[src/rtl/exc_entry_pkg.sv]
package exc_entry_pkg;
    parameter int XLEN  = 32;
    parameter int EVT_W = 12;

    // Status word bit positions
    localparam int SR_PRIV_BIT   = 30;
    localparam int SR_BANK_BIT   = 29;
    localparam int SR_BLOCK_BIT  = 28;
    localparam int SR_FPOFF_BIT  = 15;
    localparam int SR_MASK_LSB   = 4;
    localparam int SR_MASK_W     = 4;

    localparam int VPN_LSB       = 10;
    localparam int INSN_BYTES    = 2;

    localparam logic [EVT_W-1:0] EVT_POWER_ON   = EVT_W'(12'h000);
    localparam logic [EVT_W-1:0] EVT_MANUAL_RST = EVT_W'(12'h020);
    localparam logic [EVT_W-1:0] EVT_XLAT_FIRST = EVT_W'(12'h040);
    localparam logic [EVT_W-1:0] EVT_XLAT_STEP  = EVT_W'(12'h020);
    localparam logic [EVT_W-1:0] EVT_TRAP       = EVT_W'(12'h160);
    localparam int XLAT_EVT_N  = 5;   // five translation fault codes
    localparam int XLAT_MISS_N = 2;   // first two are misses

    localparam logic [XLEN-1:0] SR_RESET_VAL = XLEN'(32'h4000_00F0);

    typedef struct packed {
        logic             is_irq;
        logic             is_reset;
        logic             is_xlat_fault;
        logic             is_xlat_miss;
        logic             is_trap;
        logic [EVT_W-1:0] code;
    } evt_class_t;

    typedef struct packed {
        logic [XLEN-1:0]  sr;
        logic [XLEN-1:0]  spc;
        logic [XLEN-1:0]  ssr;
        logic [XLEN-1:0]  sgr;
        logic [XLEN-1:0]  vbr;
        logic [EVT_W-1:0] expevt;
        logic [EVT_W-1:0] intevt;
        logic [XLEN-1:0]  tea;
        logic [XLEN-1:0]  pteh;
        logic [XLEN-1:0]  pc;
        logic             done;
        logic             halt_clr;
        logic             swap;
    } ctx_t;
endpackage

[src/rtl/exc_event_decode.sv]
module exc_event_decode
    import exc_entry_pkg::*;
#(
    parameter int FAULT_N = XLAT_EVT_N,
    parameter int MISS_N  = XLAT_MISS_N
) (
    input  logic [EVT_W-1:0] code_i,
    input  logic             irq_i,
    input  logic             blocked_i,
    output evt_class_t       cls_o
);
    localparam int MISS_W = (MISS_N < FAULT_N) ? MISS_N : FAULT_N;

    logic [FAULT_N-1:0] fault_hit;

    generate
        for (genvar g = 0; g < FAULT_N; g++) begin : g_fault
            assign fault_hit[g] =
                (code_i == EVT_W'(EVT_XLAT_FIRST + EVT_W'(g) * EVT_XLAT_STEP));
        end
    endgenerate

    logic plain_exc;

    always_comb begin
        plain_exc           = ~irq_i & ~blocked_i;
        cls_o.is_irq        = irq_i & ~blocked_i;
        cls_o.code          = blocked_i ? EVT_POWER_ON : code_i;
        cls_o.is_reset      = blocked_i |
                              (plain_exc & ((code_i == EVT_POWER_ON) |
                                            (code_i == EVT_MANUAL_RST)));
        cls_o.is_xlat_fault = plain_exc & (|fault_hit);
        cls_o.is_xlat_miss  = plain_exc & (|fault_hit[MISS_W-1:0]);
        cls_o.is_trap       = plain_exc & (code_i == EVT_TRAP);
    end
endmodule

[src/rtl/exc_vector_calc.sv]
module exc_vector_calc
    import exc_entry_pkg::*;
#(
    parameter logic [XLEN-1:0] RESET_PC = XLEN'(32'hA000_0000),
    parameter int              OFS_GEN  = 'h100,
    parameter int              OFS_MISS = 'h400,
    parameter int              OFS_IRQ  = 'h600
) (
    input  logic [XLEN-1:0] cur_pc_i,
    input  logic            halted_i,
    input  logic            in_slot_i,
    input  evt_class_t      cls_i,
    input  logic [XLEN-1:0] vbr_i,
    output logic [XLEN-1:0] saved_pc_o,
    output logic [XLEN-1:0] handler_pc_o
);
    localparam logic [XLEN-1:0] STEP = XLEN'(INSN_BYTES);

    logic [XLEN-1:0] wake_pc;
    logic [XLEN-1:0] slot_pc;

    always_comb begin
        wake_pc    = halted_i  ? cur_pc_i + STEP : cur_pc_i;
        slot_pc    = in_slot_i ? wake_pc - STEP  : wake_pc;
        saved_pc_o = cls_i.is_trap ? slot_pc + STEP : slot_pc;

        if (cls_i.is_reset)
            handler_pc_o = RESET_PC;
        else if (cls_i.is_irq)
            handler_pc_o = vbr_i + XLEN'(OFS_IRQ);
        else if (cls_i.is_xlat_miss)
            handler_pc_o = vbr_i + XLEN'(OFS_MISS);
        else
            handler_pc_o = vbr_i + XLEN'(OFS_GEN);
    end
endmodule

[src/rtl/exc_sr_next.sv]
module exc_sr_next
    import exc_entry_pkg::*;
(
    input  logic [XLEN-1:0] sr_i,
    input  logic            entry_i,
    input  logic            reset_evt_i,
    input  logic            wr_en_i,
    input  logic [XLEN-1:0] wr_data_i,
    output logic [XLEN-1:0] sr_o,
    output logic            swap_o
);
    always_comb begin
        sr_o = sr_i;
        if (entry_i) begin
            sr_o[SR_PRIV_BIT]  = 1'b1;
            sr_o[SR_BANK_BIT]  = 1'b1;
            sr_o[SR_BLOCK_BIT] = 1'b1;
            if (reset_evt_i) begin
                sr_o[SR_MASK_LSB +: SR_MASK_W] = '1;
                sr_o[SR_FPOFF_BIT]             = 1'b0;
            end
        end else if (wr_en_i) begin
            sr_o = wr_data_i;
        end
        swap_o = sr_o[SR_BANK_BIT] ^ sr_i[SR_BANK_BIT];
    end
endmodule

[src/rtl/exc_entry_ctrl.sv]
module exc_entry_ctrl
    import exc_entry_pkg::*;
#(
    parameter logic [XLEN-1:0] RESET_PC = XLEN'(32'hA000_0000)
) (
    input  logic             clk_i,
    input  logic             rst_ni,
    input  logic             exc_req_i,
    input  logic             exc_is_irq_i,
    input  logic [EVT_W-1:0] exc_code_i,
    input  logic [XLEN-1:0]  cur_pc_i,
    input  logic [XLEN-1:0]  r15_i,
    input  logic [XLEN-1:0]  fault_addr_i,
    input  logic             in_delay_slot_i,
    input  logic             halted_i,
    input  logic             sr_wr_en_i,
    input  logic [XLEN-1:0]  sr_wr_data_i,
    input  logic             vbr_wr_en_i,
    input  logic [XLEN-1:0]  vbr_wr_data_i,
    input  logic             pteh_wr_en_i,
    input  logic [XLEN-1:0]  pteh_wr_data_i,
    output logic             entry_done_o,
    output logic [XLEN-1:0]  handler_pc_o,
    output logic             halt_clear_o,
    output logic             bank_swap_o,
    output logic [XLEN-1:0]  sr_o,
    output logic [XLEN-1:0]  spc_o,
    output logic [XLEN-1:0]  ssr_o,
    output logic [XLEN-1:0]  sgr_o,
    output logic [XLEN-1:0]  vbr_o,
    output logic [EVT_W-1:0] expevt_o,
    output logic [EVT_W-1:0] intevt_o,
    output logic [XLEN-1:0]  tea_o,
    output logic [XLEN-1:0]  pteh_o
);
    localparam logic [XLEN-1:0] VPN_MASK = ~((XLEN'(1) << VPN_LSB) - XLEN'(1));

    ctx_t            ctx_d, ctx_q;
    evt_class_t      cls;
    logic [XLEN-1:0] saved_pc;
    logic [XLEN-1:0] vec_pc;
    logic [XLEN-1:0] sr_nx;
    logic            swap_nx;

    exc_event_decode u_decode (
        .code_i    (exc_code_i),
        .irq_i     (exc_is_irq_i),
        .blocked_i (ctx_q.sr[SR_BLOCK_BIT]),
        .cls_o     (cls)
    );

    exc_vector_calc #(.RESET_PC(RESET_PC)) u_vector (
        .cur_pc_i     (cur_pc_i),
        .halted_i     (halted_i),
        .in_slot_i    (in_delay_slot_i),
        .cls_i        (cls),
        .vbr_i        (ctx_q.vbr),
        .saved_pc_o   (saved_pc),
        .handler_pc_o (vec_pc)
    );

    exc_sr_next u_sr (
        .sr_i        (ctx_q.sr),
        .entry_i     (exc_req_i),
        .reset_evt_i (cls.is_reset),
        .wr_en_i     (sr_wr_en_i),
        .wr_data_i   (sr_wr_data_i),
        .sr_o        (sr_nx),
        .swap_o      (swap_nx)
    );

    always_comb begin
        ctx_d          = ctx_q;
        ctx_d.done     = 1'b0;
        ctx_d.halt_clr = 1'b0;
        ctx_d.sr       = sr_nx;
        ctx_d.swap     = swap_nx;

        if (exc_req_i) begin
            ctx_d.done     = 1'b1;
            ctx_d.halt_clr = halted_i;
            ctx_d.spc      = saved_pc;
            ctx_d.ssr      = ctx_q.sr;
            ctx_d.sgr      = r15_i;
            ctx_d.pc       = vec_pc;
            if (cls.is_irq)
                ctx_d.intevt = cls.code;
            else
                ctx_d.expevt = cls.code;
            if (cls.is_reset)
                ctx_d.vbr = '0;
            if (cls.is_xlat_fault) begin
                ctx_d.tea  = fault_addr_i;
                ctx_d.pteh = (ctx_q.pteh & ~VPN_MASK) | (fault_addr_i & VPN_MASK);
            end
        end else begin
            if (vbr_wr_en_i)
                ctx_d.vbr = vbr_wr_data_i;
            if (pteh_wr_en_i)
                ctx_d.pteh = pteh_wr_data_i;
        end
    end

    always_ff @(posedge clk_i) begin
        if (!rst_ni) begin
            ctx_q    <= '0;
            ctx_q.sr <= SR_RESET_VAL;
            ctx_q.pc <= RESET_PC;
        end else begin
            ctx_q <= ctx_d;
        end
    end

    assign entry_done_o = ctx_q.done;
    assign handler_pc_o = ctx_q.pc;
    assign halt_clear_o = ctx_q.halt_clr;
    assign bank_swap_o  = ctx_q.swap;
    assign sr_o         = ctx_q.sr;
    assign spc_o        = ctx_q.spc;
    assign ssr_o        = ctx_q.ssr;
    assign sgr_o        = ctx_q.sgr;
    assign vbr_o        = ctx_q.vbr;
    assign expevt_o     = ctx_q.expevt;
    assign intevt_o     = ctx_q.intevt;
    assign tea_o        = ctx_q.tea;
    assign pteh_o       = ctx_q.pteh;
endmodule

[config.mk]
export PLATFORM = sky130hd
export DESIGN_NAME = exc_entry_ctrl
export DESIGN_NICKNAME = d
export VERILOG_FILES = /design/src/rtl/exc_entry_pkg.sv /design/src/rtl/exc_event_decode.sv /design/src/rtl/exc_vector_calc.sv /design/src/rtl/exc_sr_next.sv /design/src/rtl/exc_entry_ctrl.sv
export SDC_FILE = /design/constraint.sdc
export NUM_CORES = 1
export LEC_CHECK = 0
export BUFFER_PORTS_ARGS = -buffer_cell sky130_fd_sc_hd__buf_2
export CAP_MARGIN = 20
export CORE_ASPECT_RATIO = 1.25
export CORE_MARGIN = 2
export CORE_UTILIZATION = 34
export CTS_CLUSTER_DIAMETER = 80
export CTS_CLUSTER_SIZE = 10
export DETAILED_ROUTE_END_ITERATION = 12
export GPL_ROUTABILITY_DRIVEN = 0
export PLACE_DENSITY = 0.69
export SLEW_MARGIN = 20
export SYNTH_ARGS = -nofsm -noshare
export SYNTH_HDL_FRONTEND = slang
export SYNTH_SLANG_ARGS = --single-unit
[constraint.sdc]
create_clock -name clk_i -period 5.9 [get_ports clk_i]
set_input_delay 0.295 -clock clk_i [delete_from_list [all_inputs] [get_ports clk_i]]
set_output_delay 0.295 -clock clk_i [all_outputs]
set_load 0.03 [all_outputs]
# After elaboration in Yosys (flattened, before gate mapping)
# Index checks and enable logic that the tools add are counted.
classes:
  eq_ne: 9
  mux: 20
  n_reduce_logical: 15
  n_addsub: 6
  bitwise: 15
ops:
  columns: ["op", "count"]
  rows:
  - ["two-way mux 32 bit", 12]
  - ["adder 32 x 11 -> 32 bit (second input constant)", 2]
  - ["adder 32 x 2 -> 32 bit (second input constant)", 2]
  - ["equality test 12 x 8 -> 1 bit (second input constant)", 3]
  - ["adder 32 x 9 -> 32 bit (second input constant)", 1]
  - ["bitwise OR 10 x 32 -> 32 bit", 1]
  - ["subtractor 32 x 2 -> 32 bit (second input constant)", 1]
  - ["two-way mux 30 bit", 1]
  - ["equality test 12 x 7 -> 1 bit (second input constant)", 2]
  - ["AND reduction 2 bit", 8]
  - ["equality test 12 x 6 -> 1 bit (second input constant)", 1]
  - ["equality test 12 x 9 -> 1 bit (second input constant)", 1]
  - ["logical NOT 12 bit", 1]
  - ["two-way mux 12 bit", 1]
  - ["two-way mux 4 bit", 2]
  - ["bitwise AND 1 bit", 6]
  - ["nonzero test 2 bit", 3]
  - ["NOT 1 bit", 5]
  - ["OR reduction 5 bit", 1]
  - ["two-way mux 2 bit", 2]
  - ["inequality test 2 x 1 -> 1 bit (second input constant)", 2]
  - ["OR reduction 2 bit", 2]
  - ["two-way mux 1 bit", 2]
  - ["bitwise OR 1 bit", 2]
  - ["XOR 1 bit", 1]
word_totals:
  elab_cells: 82
  regBits: 283
  output_inout_bits: 283
  in_bits: 213

# Logic depth before layout (Yosys ltp)
depth:
  word_depth: 6
  mapped_depth: 16
  depth_no_buf: 13

# By module
# Synthesis repeated with hierarchy kept, for this count alone.
hier_totals:
  hier_cells: 1575
  hier_area_um2: 14533.9
by_module_without_submodules:
  columns: ["mod", "n_inst", "cells_per_inst", "area_each_um2", "seq_area_each_um2"]
  rows:
  - ["exc_entry_ctrl", 1, 986, 10467.5, 5665.4]
  - ["exc_vector_calc", 1, 509, 3304.4, 0.0]
  - ["exc_sr_next", 1, 54, 591.8, 0.0]
  - ["exc_event_decode", 1, 26, 170.2, 0.0]

# Worst setup path after synthesis
# OpenSTA, ideal clock, no wires.
synth_path:
  kind: "input to register"
  start: "input port halted_i"
  end: "register ctx_q, in the netlist spc_o[29]"
  path_slack_ns: 2.059
  required_ns: 5.838
  setup_ns: 0.062
  t_arrival_ns: 3.779
  path_buffers: 4
  path_stages: 16
  path_cell_list: "buf_4 -> buf_6 -> xnor2_1 -> ha_1 -> nand2_1 -> and3b_1 -> clkbuf_1 -> nand3_1 -> or4_1 -> clkbuf_1 -> xnor2_1 -> or4_4 -> a211oi_4 -> nand4_2 -> or4b_1 -> nand3_1"
synth_between:
  elab_chain_len: 5
synth_rtl:
  columns: ["element", "line_no", "source"]
  rows:
  - ["start, declared", "exc_entry_ctrl.sv:15", "input logic halted_i,"]
  - ["two-way mux 32 bit *", "exc_vector_calc.sv:23", "wake_pc = halted_i ? cur_pc_i + STEP : cur_pc_i;"]
  - ["subtractor 32 x 2 -> 32 bit", "exc_vector_calc.sv:24", "slot_pc = in_slot_i ? wake_pc - STEP : wake_pc;"]
  - ["two-way mux 32 bit *", "exc_vector_calc.sv:24", null]
  - ["adder 32 x 2 -> 32 bit", "exc_vector_calc.sv:25", "saved_pc_o = cls_i.is_trap ? slot_pc + STEP : slot_pc;"]
  - ["two-way mux 32 bit *", "exc_vector_calc.sv:25", null]
  - ["end signal, assigned", "exc_entry_ctrl.sv:110", "ctx_q <= ctx_d;"]
  - ["end, declared", "exc_entry_ctrl.sv:38", "ctx_t ctx_d, ctx_q;"]
# Every way passes the cells marked *; elsewhere a longest branch is shown, timed or not.
# A chain may end at the register's enable or synchronous reset.

# Worst setup path in the final report
layout_path:
  start: "input port cur_pc_i[1]"
  end: "register ctx_q, in the netlist spc_o[29]"
layout_between:
  elab_chain_len: 6
layout_rtl:
  columns: ["element", "line_no", "source"]
  rows:
  - ["start, declared", "exc_entry_ctrl.sv:11", "input logic [XLEN-1:0] cur_pc_i,"]
  - ["adder 32 x 2 -> 32 bit", "exc_vector_calc.sv:23", null]
  - ["two-way mux 32 bit *", "exc_vector_calc.sv:23", null]
  - ["subtractor 32 x 2 -> 32 bit", "exc_vector_calc.sv:24", null]
  - ["two-way mux 32 bit *", "exc_vector_calc.sv:24", null]
  - ["adder 32 x 2 -> 32 bit", "exc_vector_calc.sv:25", null]
  - ["two-way mux 32 bit *", "exc_vector_calc.sv:25", null]
# Marked as above.

==> summary.md <==
| Metric | Value |
|---|---|
| Residual DRC | 0 |
| Most frequent cells in the layout | 494 x buf_2, 295 x nand2_1, 283 x dfxtp_1 |
| Setup Buffers After CTS | 0 |
| I/O pins | 496 |
| Fillers | 3808 |
| Commonest non-fill, non-tap cell in the layout | buf_2 |
| Antenna-violating nets left | 0 |
| H-tree depth | 2 |
| Synth cell types | 80 |
| Synth Area in Adders | 0.00746 |
| Routed WL | 49.0 mm |
| Synth area leader | dfxtp_1 |
| Share of the yosys chip area belonging to registers | 0.422 |
| Die X | 182 microns |
| Area after DPL | 0.0162 sq mm |
| Vias per inst | 5.28 |
| Max-slew violation count | 0 |
| Final non-filler cell total | 2666 |
| Total GRT Usage | 0.224 |
| Mapped cell area | 0.0134 sq mm |
| Setup violations, final | 0 |
| Synth Area in Compound Gates | 0.153 |
| Mux contribution to synthesized area | 0.0716 |
| Layout cell share with drive strength beyond 1 | 0.268 |
| CTS tree | built |
| Core Area | 0.0390 sq mm |
| Clk_skew | 0.0162 ns |
| TritonRoute pass-1 iters | 5 |
| Worst setup EP type | flop |
| Post-synth top area share | 0.422 |
| Net Count, Synth | 1853 |
| Crit path required time | 6.36 ns |
| Placed Cells | 2534 |
| Die Y | 226 microns |
| Post-synth EDFFs | 0 |
| #FFs+latches synth | 283 |
| Status | complete, no violations |
| CP max stage delay | 0.77 ns |
| # nets final | 2382 |
| Slowest CP cell | nor4b_1 |
| Largest family of logic cells by synthesized area | simple AND/OR/NAND/NOR gates |
| Worst-path clk slew | 0.05 ns |
| Total power | 0.00483 W |
| DR vias | 14100 |
| Largest net degree at the start of global routing | 126 |
| Hold Vio Cnt, Final | 0 |
| Xor/xnor share of the synthesized area | 0.0637 |
| Fin worst setup slack | 1.53 ns |
| Cell area power density | 267 mW/mm^2 |
| Die area | 0.0411 sq mm |
| Ys flop type | dfxtp_1 |
| Synth Instances | 1632 |
| Final cycle utilization of the critical path | 0.740 |
| Buffers & Inverters on Critical Path | 1 |
| Clock Latency Late Sink | 0.52 ns |
| TNS Setup | 0 ns |
| YS warnings | 0 |
| Avg Inst Size Synth | 8.22 sq um |
| Ys async rst share | 0 |
| Clock root buffer | clkbuf_16 |
| Max-cap violations | 0 |
| Crit path kind | input port to flop |
| Largest fanout on the critical path | 15 |
| Clk sinks | 283 |
| Initial Util | 0.344 |
| First-pass GRT wire length | 73.7 mm |
| GRT overflow | 0 |
| Vias in the first global route | 13400 |
| Leakage | 7.99 nW |
| Post-synthesis simple-gate area fraction | 0.246 |
| Worst VDD drop | 0.193 mV |
| Final Cell Area | 0.0181 sq mm |
| Number of antenna violations at the first check in global routing | 1 |
| Area Growth Syn to Fin | 35.1% |
| DP Worst Slack | 1.03 ns |
| Delay-heaviest family, CP | simple AND/OR/NAND/NOR gates |
| Arrival time at the worst endpoint | 4.83 ns |
| Iter 0 DRT Violations | 868 |
| Final min period | 4.37 ns |
| Rel. slew slack | 0.285 |
| Actual slew at the worst max-slew pin | 1.07 ns |
| Top cells by area, synth | dfxtp_1 42%, nand2_1 8.3%, mux2i_1 7.2% |
| Routed wire per std cell | 18.4 microns |
| Max Clk Rate | 229 MHz |
| Crit-path cells | buf_2 -> ha_1 -> a21bo_2 -> o2111ai_4 -> or3_1 -> a31oi_1 -> xor2_1 -> nor4b_1 -> o21ai_1 -> nor3_1 -> or4b_1 -> nand3_1 |
| Site Rows | 81 |
| RSZ-0062 raised after global routing | no |
| Worst min path class | input port to flop |
| CTS buffer count | 35 |
| DP Wirelength | 35.5 mm |
| Number of buffers added on ports | 495 |
| Clock Path Buffers | 3 |
| Startpoint Class | input port |
state kept, by name (all words and copies together) (netlist names):
signal,count
halt_clear_o,1
entry_done_o,1
sgr_o,32
handler_pc_o,32
bank_swap_o,1
intevt_o,12
vbr_o,32
tea_o,32
expevt_o,12
sr_o,32
spc_o,32
ssr_o,32
pteh_o,32
through the flow:
step                 util  hold WS (ns)
finish              0.464        0.0279
detailed placement  0.416         0.441
floorplan               -         0.423
global route        0.464        0.0177
global placement    0.416         0.437
CTS                 0.464      0.000428
synth_stat cells, types with 4 or more instances:
cell type,n
nand2_1,297
dfxtp_1,283
nor2_1,176
a21oi_1,153
mux2i_1,96
clkbuf_1,73
nand3_1,69
xnor2_1,58
o21ai_0,50
xor2_1,37
a211oi_1,34
nand4_1,31
buf_1,22
nor3_1,17
a22oi_1,14
and3_1,14
nor4_1,14
and2_1,13
a22o_1,12
inv_1,11
ha_1,8
or4_1,8
a31oi_1,7
and4_1,7
or3_1,7
and4b_1,6
nand2b_1,6
nor2b_1,6
a2bb2oi_1,5
buf_2,5
o31a_1,5
o31ai_1,4
or2_2,4
layout make-up:
class | count | area, sq um | area share
Timing Repair Buffer | 597 | 3470 | 0.191
Inverter | 12 | 50.0 | 0.00276
Clock inverter | 6 | 121 | 0.00670
Sequential cell | 283 | 5670 | 0.313
Clock buffer | 37 | 893 | 0.0493
Multi-Input combinational cell | 1232 | 7300 | 0.403
Antenna cell | 1 | 2.50 | 0.000138
Tap cell | 498 | 623 | 0.0344
timing repair:
item	in CTS	in global routing
hold buffers	88	0
resized for setup	0	0
hold endpoints to repair	88	0
worst paths after layout:
check	from	end	slack [ns]	cells after the start
setup reg to reg	sr_o[28]	spc_o[29]	1.63	10
hold / removal	vbr_wr_data_i[8]	vbr_o[8]	0.03	3
hold reg to reg	tea_o[17]	tea_o[17]	0.45	2
setup / recovery	cur_pc_i[1]	spc_o[29]	1.53	12
per-layer routing:
metal / share of wire / track usage / up-vias
met3: 0.068 / 0.0414 / 140
met2: 0.49 / 0.393 / 603
met4: 0.046 / 0.0997 / 0
met1: 0.39 / 0.266 / 6595
li1: - / - / 6743
met5: 0 / 0 / -
logic make-up after synthesis:
| logic type | Yosys count |
|---|---|
| adders and majority gates | 8 |
| muxes | 96 |
| AOI/OAI and AO/OA | 328 |
| and+or+nand+nor | 704 |
| buffers and inverters | 117 |
| DFF | 283 |
| xor gates and xnor gates | 96 |
worst min-delay path: cells and delay by family:
family	cells	cell delay, ns
buffers and inverters	1	0.10
and+or+nand+nor	1	0.05
AOI/OAI and AO/OA	1	0.05
report_power, final:
part / switching [W] / internal, W
registers: 0.0000569 / 0.00200
clock network: 0.000820 / 0.00117
logic: 0.000512 / 0.000277
(Power assumes the default switching activity.)
